===== config.mk =====
export PLATFORM = sky130hd
export DESIGN_NAME = iq_phase_skew
export DESIGN_NICKNAME = d
export VERILOG_FILES = /design/src/rtl/iq_skew_pkg.sv /design/src/rtl/iq_skew_delay.sv /design/src/rtl/iq_skew_mult.sv /design/src/rtl/iq_skew_sat.sv /design/src/rtl/iq_phase_skew.sv
export SDC_FILE = /design/constraint.sdc
export NUM_CORES = 1
export LEC_CHECK = 0
export BUFFER_PORTS_ARGS = -buffer_cell sky130_fd_sc_hd__clkbuf_2
export CAP_MARGIN = 20
export CELL_PAD_IN_SITES_DETAIL_PLACEMENT = 1
export CELL_PAD_IN_SITES_GLOBAL_PLACEMENT = 1
export CORE_ASPECT_RATIO = 0.5
export CORE_MARGIN = 4
export CORE_UTILIZATION = 35
export DETAILED_ROUTE_END_ITERATION = 10
export PLACE_DENSITY_LB_ADDON = 0.1
export SYNTH_ARGS = -nofsm -noshare
export SYNTH_HDL_FRONTEND = slang
export SYNTH_HIERARCHICAL = 1
export SYNTH_SLANG_ARGS = --single-unit

===== constraint.sdc =====
create_clock -name clk -period 8.9 [get_ports clk]
set_clock_uncertainty 0.2 [all_clocks]
set_input_delay 1.335 -clock clk [delete_from_list [all_inputs] [get_ports clk]]
set_output_delay 1.335 -clock clk [all_outputs]
set_load 0.1 [all_outputs]

===== src/rtl/iq_skew_pkg.sv =====
package iq_skew_pkg;
  parameter int unsigned SAMPLE_W = 16;
  parameter int unsigned WORD_W   = 10;
  parameter int unsigned FRAC_SH  = 11;

  function automatic int unsigned wider(input int unsigned a, input int unsigned b);
    return (a > b) ? a : b;
  endfunction
endpackage


===== src/rtl/iq_skew_delay.sv =====
module iq_skew_delay #(
  parameter int unsigned W     = 16,
  parameter int unsigned DEPTH = 2
) (
  input  logic                clk,
  input  logic                rst,
  input  logic signed [W-1:0] din,
  output logic signed [W-1:0] dout
);
  logic signed [W-1:0] tap [DEPTH];

  genvar k;
  generate
    for (k = 0; k < DEPTH; k++) begin : g_tap
      always_ff @(posedge clk) begin
        if (rst) begin
          tap[k] <= '0;
        end else if (k == 0) begin
          tap[k] <= din;
        end else begin
          tap[k] <= tap[(k == 0) ? 0 : k-1];
        end
      end
    end
  endgenerate

  assign dout = tap[DEPTH-1];
endmodule


===== src/rtl/iq_skew_mult.sv =====
module iq_skew_mult #(
  parameter int unsigned DW = 16,
  parameter int unsigned CW = 10,
  localparam int unsigned PW = DW + CW
) (
  input  logic                 clk,
  input  logic                 rst,
  input  logic signed [DW-1:0] i_s,
  input  logic signed [CW-1:0] w_s,
  output logic signed [PW-1:0] prod
);
  always_ff @(posedge clk) begin
    if (rst) begin
      prod <= '0;
    end else begin
      prod <= w_s * i_s;
    end
  end
endmodule


===== src/rtl/iq_skew_sat.sv =====
module iq_skew_sat #(
  parameter int unsigned DW    = 16,
  parameter int unsigned PW    = 26,
  parameter int unsigned SHIFT = 11,
  localparam int unsigned XW   = iq_skew_pkg::wider(DW, PW) + 1
) (
  input  logic                 clk,
  input  logic                 rst,
  input  logic signed [PW-1:0] prod,
  input  logic signed [DW-1:0] q_d,
  output logic signed [DW-1:0] q_o
);
  localparam logic signed [XW-1:0] SAT_HI = $signed({{(XW-DW+1){1'b0}}, {(DW-1){1'b1}}});
  localparam logic signed [XW-1:0] SAT_LO = ~SAT_HI;

  logic signed [PW-1:0] scaled;
  logic signed [XW-1:0] q_ext;
  logic signed [XW-1:0] s_ext;
  logic signed [XW-1:0] diff;
  logic signed [DW-1:0] clamped;

  always_comb begin
    scaled = prod >>> SHIFT;
    q_ext  = {{(XW-DW){q_d[DW-1]}}, q_d};
    s_ext  = {{(XW-PW){scaled[PW-1]}}, scaled};
    diff   = q_ext - s_ext;
    if (diff > SAT_HI) begin
      clamped = SAT_HI[DW-1:0];
    end else if (diff < SAT_LO) begin
      clamped = SAT_LO[DW-1:0];
    end else begin
      clamped = diff[DW-1:0];
    end
  end

  always_ff @(posedge clk) begin
    if (rst) begin
      q_o <= '0;
    end else begin
      q_o <= clamped;
    end
  end
endmodule


===== src/rtl/iq_phase_skew.sv =====
module iq_phase_skew #(
  parameter int unsigned DW    = iq_skew_pkg::SAMPLE_W,
  parameter int unsigned CW    = iq_skew_pkg::WORD_W,
  parameter int unsigned SHIFT = iq_skew_pkg::FRAC_SH
) (
  input  logic                 clk,
  input  logic                 rst,
  input  logic signed [DW-1:0] i_in,
  input  logic signed [DW-1:0] q_in,
  input  logic signed [CW-1:0] phase_word,
  output logic signed [DW-1:0] i_out,
  output logic signed [DW-1:0] q_out
);
  localparam int unsigned PW      = DW + CW;
  localparam int unsigned LATENCY = 2;

  logic signed [PW-1:0] prod;
  logic signed [DW-1:0] q_align;

  iq_skew_mult #(.DW(DW), .CW(CW)) u_mult (
    .clk(clk), .rst(rst), .i_s(i_in), .w_s(phase_word), .prod(prod)
  );

  iq_skew_delay #(.W(DW), .DEPTH(LATENCY-1)) u_qdly (
    .clk(clk), .rst(rst), .din(q_in), .dout(q_align)
  );

  iq_skew_sat #(.DW(DW), .PW(PW), .SHIFT(SHIFT)) u_sat (
    .clk(clk), .rst(rst), .prod(prod), .q_d(q_align), .q_o(q_out)
  );

  iq_skew_delay #(.W(DW), .DEPTH(LATENCY)) u_idly (
    .clk(clk), .rst(rst), .din(i_in), .dout(i_out)
  );
endmodule


==> impl_metrics.ini, run 1 <==
[outcome]
outcome = finished, final reports clean

[synthesis]
synth_area_um2 = 9153
synthCells = 1008
synthesis.nets = 1269
synth_warnings = 6
synth_area_per_cell_um2 = 9.080

[cts]
postCtsHoldBufs = 0
cts.clk_slew.worst_paths_ps = 60
numClockSinks = 79
cts_tree = yes
cts_max_path_buffers = 2
root_buffer = clkbuf_16
htreeDepth = 3
clock_latency_ps = 360
post_cts_buffers = 0
cts.repair.resized = 0
cts_buffers = 9

[global_routing]
grt_util_met1_pct = 26.07
grt_overflow_total = 0
grt_pass1_wl_mm = 40.20
grt_util_all_layers_pct = 17.77
grt_max_degree = 85
grt_pass1_vias = 7218
use_met2_pct = 27.51
antenna_found_initial = 0
grt_use_met3_pct = 3.907
grt_busiest_layer = met2

[detailed_routing]
wl_per_cell_um = 17.62
dr.pass1.iters = 4
drc_errors = 0
drt_wl_total_mm = 24.70
ant_nets = 0
vias_per_cell = 4.743
vias = 6649
drt_iter0_markers = 305

[worst_setup_path]
cp_common_cell = fa_1
slowest_delay_ps = 540
start_kind = input port
cp.arrival_ps = 6680
critPathTopFamily = adder cells
worstSetupPathType = input port to register
crit_buf_inv = 4
cp-end-kind = register
worstPathRequired_ps = 8940
cp_cell_sequence = clkbuf_2 -> inv_1 -> nor2_1 -> fa_1 -> fa_1 -> fa_1 -> fa_1 -> inv_1 -> fa_1 -> inv_1 -> ha_1 -> a2111o_1 -> o21a_1 -> a211o_1 -> a31oi_1 -> mux2_1
cp_slowest_cell = fa_1
worst-path-max-fanout = 14

[timing]
max_freq_ghz = 0.1506
hold_viol = 0
fin_crit_sh_pct = 74.61
fin_crit_ps = 6640
slew_violations = 0
maxSlewHeadroom_pct = 36.68
setup_viol = 0
holdWs_ps = 235.9
max_slew.worst_pin.slew_ps = 949.9
rsz0062_at_grt = no
fin_tns_setup_ps = 0

[cells_and_area]
synthToLayoutAreaGrowth_pct = 9.883
final_area_um2 = 10060
final_util_pct = 39.53
layout.nets = 1314
antennaDiodeCount = 0
drive_gt1_share_pct = 12.29

[floorplanning]
core_um2 = 25440
start_util_pct = 35.97
rows = 41
die_h_um = 122.3
die_w_um = 236.7
num_io_pins = 76
die_area_um2 = 28960

[power_and_ir_drop]
powerDensity_nw_per_um2 = 396.7
ir_drop_mv = 0.1468
power.leakage_nw = 5.002

[placement]
place_area_um2 = 9758
globalplace.congestion = 0.8311
hpwl_mm = 20.28
portBuffers = 75

[worst_hold_path]
hold_class = register to register

[run]
drv_cap = 0
==> sequential cells by signal (all words and copies together) (netlist names) <==
register / flops
u_sat/q_o: 16
u_idly/tap: 32
u_mult/prod: 15
u_qdly/tap: 16
==> metal layers <==
metal  part of all wire, %  vias to the layer above
met5                     0                        -
met4                  0.72                        0
met3                   4.1                        9
met2                    43                       73
met1                    52                     3354
li1                      -                     3213
==> layout by cell type, fill, tap and decap left out, types with 6 or more instances in the layout <==
cell,count
a21o_1,11
a21oi_1,27
a221oi_2,11
and2_1,60
and2b_2,6
clkbuf_16,9
clkbuf_2,74
dfxtp_1,79
fa_1,140
ha_1,77
inv_1,191
nand2_1,132
nand2b_1,7
nand3_1,7
nor2_1,42
nor2b_1,41
nor2b_2,7
o21a_1,11
o21ai_0,9
xnor2_1,19
==> power breakdown <==
group	switching, mW	total [mW]	leakage [nW]	internal [mW]
combinational	1.95	3.16	4.20	1.21
sequential	0.0194	0.459	0.657	0.439
clock	0.147	0.374	0.148	0.226
==> stage by stage <==
stage	total power, mW	worst slack [ps]	instances
CTS	4.026	2319	1402
floorplan	2.912	2339	1008
detailed placement	3.622	1945	1386
global placement	3.572	2033	1386
finish	3.990	2260	1402
global route	4.433	1999	1402
==> worst paths after layout <==
path	from	end	slack, ps	cells after the start
setup reg to reg	u_qdly/tap[0][0]	u_sat/q_o[12]	5740	10
hold reg to reg	u_idly/tap[0][6]	u_idly/tap[1][6]	240	1
setup / recovery	phase_word[9]	u_mult/prod[17]	2260	16
hold / removal	u_idly/tap[0][6]	u_idly/tap[1][6]	240	1
==> area by class of cell <==
type                    count  area [µm²]
well taps                 344       430.4
repair buffers             75       377.9
multi-input cells         697        6651
fillers                  2988       15390
flip-flops and latches     79        1582
clock buffers              12       246.5
inverters                 191       716.9
clock inverters             4       52.55
Power figures use the tool's default switching activity.
==> inputs of run 2 (changes only) <==
clock period = 6 ns   (was 8.9 ns; I/O delays follow)
==> impl_metrics.ini, run 2 (synthesis gave the netlist of run 1 again) <==
[outcome]
outcome = finished, final reports clean

[floorplanning]
start_util_pct = 35.97
core_um2 = 25440
rows = 41
die_w_um = 236.7
die_h_um = 122.3
num_io_pins = 76
die_area_um2 = 28960

[cts]
root_buffer = clkbuf_16
cts_buffers = 9
cts_max_path_buffers = 2
clock_latency_ps = 360
cts_tree = yes
postCtsHoldBufs = 0
numClockSinks = 79
cts.clk_slew.worst_paths_ps = 70
htreeDepth = 3

[power_and_ir_drop]
ir_drop_mv = 0.3314
finalPower_mw = 6.872
powerDensity_nw_per_um2 = 633.7
power.leakage_nw = 5.477

[run]
drv_cap = 0

[timing]
max_freq_ghz = 0.1718
fin_crit_ps = 5821
fin_ws_ps = 179.0
fin_tns_setup_ps = 0
setup_viol = 0
max_slew.worst_pin.slew_ps = 975.5
maxSlewHeadroom_pct = 34.96
hold_viol = 0
fin_crit_sh_pct = 97.02
slew_violations = 0

[worst_setup_path]
ff2ff_path_depth = 9
rrSetupSlack_ps = 2770
cp-end-kind = register
worst-path-max-fanout = 7
cp.arrival_ps = 5860
worstPathRequired_ps = 6040
r2r-start = u_mult/prod[11]
worstSetupPathType = input port to register
start_kind = input port
rr_endpoint = u_sat/q_o[12]

[worst_hold_path]
hold_class = register to register
holdPathEnd = u_idly/tap[1][13]
hp-start = u_idly/tap[0][13]
holdPathStages = 1

[placement]
globalplace.congestion = 0.8193
pre_cts_ws_ps = -333.2
portBuffers = 75
hpwl_mm = 21.00

[global_routing]
grt_util_all_layers_pct = 17.71
antenna_found_initial = 0
grt_pass1_wl_mm = 40.43
grt_overflow_total = 0
grt_pass1_vias = 7669
grt_max_degree = 85

[cells_and_area]
layout.nets = 1402
largest_register_ffs = 32
antennaDiodeCount = 0
final_cell_mix = inv_1 (191), fa_1 (140), nand2_1 (132), buf_4 (85), dfxtp_1 (79)
largest_register = u_idly/tap
drive_gt1_share_pct = 20.16
synthToLayoutAreaGrowth_pct = 18.48
layout_commonest_cell = inv_1
final_util_pct = 42.62
largestRegisters = u_idly/tap (32), u_qdly/tap (16), u_sat/q_o (16)
fillers = 3024

[detailed_routing]
drt_iter0_markers = 217
dr.pass1.iters = 4
vias = 7079
drc_errors = 0
vias_per_cell = 4.751
ant_nets = 0
wl_per_cell_um = 16.36
drt_wl_total_mm = 24.38
-- run 2: changes by cell type in the layout (fill, tap and decap cells not counted), moves of 2 or more --
cell,delta
a2111oi_0,-2
a2111oi_2,+2
clkbuf_1,-2
buf_4,+84
clkbuf_2,-5
buf_12,+3
clkbuf_4,+4
-- run 2: metal layers --
| metal | wire (µm) | vias up | track usage (%) |
|---|---|---|---|
| met5 | 0 | - | 0 |
| met4 | 430 | 0 | 4.080 |
| met3 | 543 | 25 | 3.256 |
| met2 | 11640 | 63 | 29.58 |
| met1 | 11760 | 3593 | 24.22 |
| li1 | - | 3398 | - |
-- run 2: worst max-delay path by stage --
stage / from / endpoint / slack (ps)
final: i_in[4] / u_mult/prod[17] / 180
after floorplan: phase_word[9] / u_mult/prod[17] / 7
after global routing: i_in[6] / u_mult/prod[24] / -2
after global placement: phase_word[9] / u_mult/prod[18] / -310
after CTS: i_in[7] / u_mult/prod[18] / 60
after detailed placement: i_in[7] / u_mult/prod[18] / -330
-- run 2: cell type report --
| type | count | area (µm²) | area share, % |
|---|---|---|---|
| multi-input cells | 697 | 6723 | 61.99 |
| clock inverters | 7 | 77.57 | 0.7154 |
| clock buffers | 9 | 225.2 | 2.077 |
| flip-flops and latches | 79 | 1582 | 14.58 |
| well taps | 344 | 430.4 | 3.969 |
| repair buffers | 163 | 1090 | 10.05 |
| inverters | 191 | 716.9 | 6.611 |
-- run 2: timing repair --
item,4_1_cts,5_1_grt
endpoints found under the setup margin,0,10
resized for setup,0,24
setup buffers,0,1
-- run 2: power by group --
| group | internal (mW) | switching [mW] | total [mW] | leakage (nW) |
|---|---|---|---|---|
| Sequential | 0.652 | 0.0417 | 0.694 | 0.657 |
| Combinational | 2.43 | 3.18 | 5.61 | 4.67 |
| Clock | 0.327 | 0.239 | 0.566 | 0.152 |
| Total | 3.41 | 3.46 | 6.87 | 5.48 |
-- run 2: critical path, stage by stage --
cell and delay (ps):
clkbuf_2 210, nand2_1 120, fa_1 550, inv_1 50, fa_1 490, fa_1 540
fa_1 550, inv_1 60, fa_1 520, inv_1 40, ha_1 300, a2111o_1 430
o21a_1 210, a211o_1 310, a31oi_2 220, mux2_1 360
-- run 2: metrics by stage --
stage | hold slack (ps) | cell area [µm²] | std cells
global route | 255.7 | 10840 | 1490
CTS | 236.9 | 10750 | 1489
floorplan | 213.8 | 9154 | 1008
finish | 233.0 | 10840 | 1490
detailed placement | 229.0 | 10450 | 1473
global placement | 218.7 | 10450 | 1473
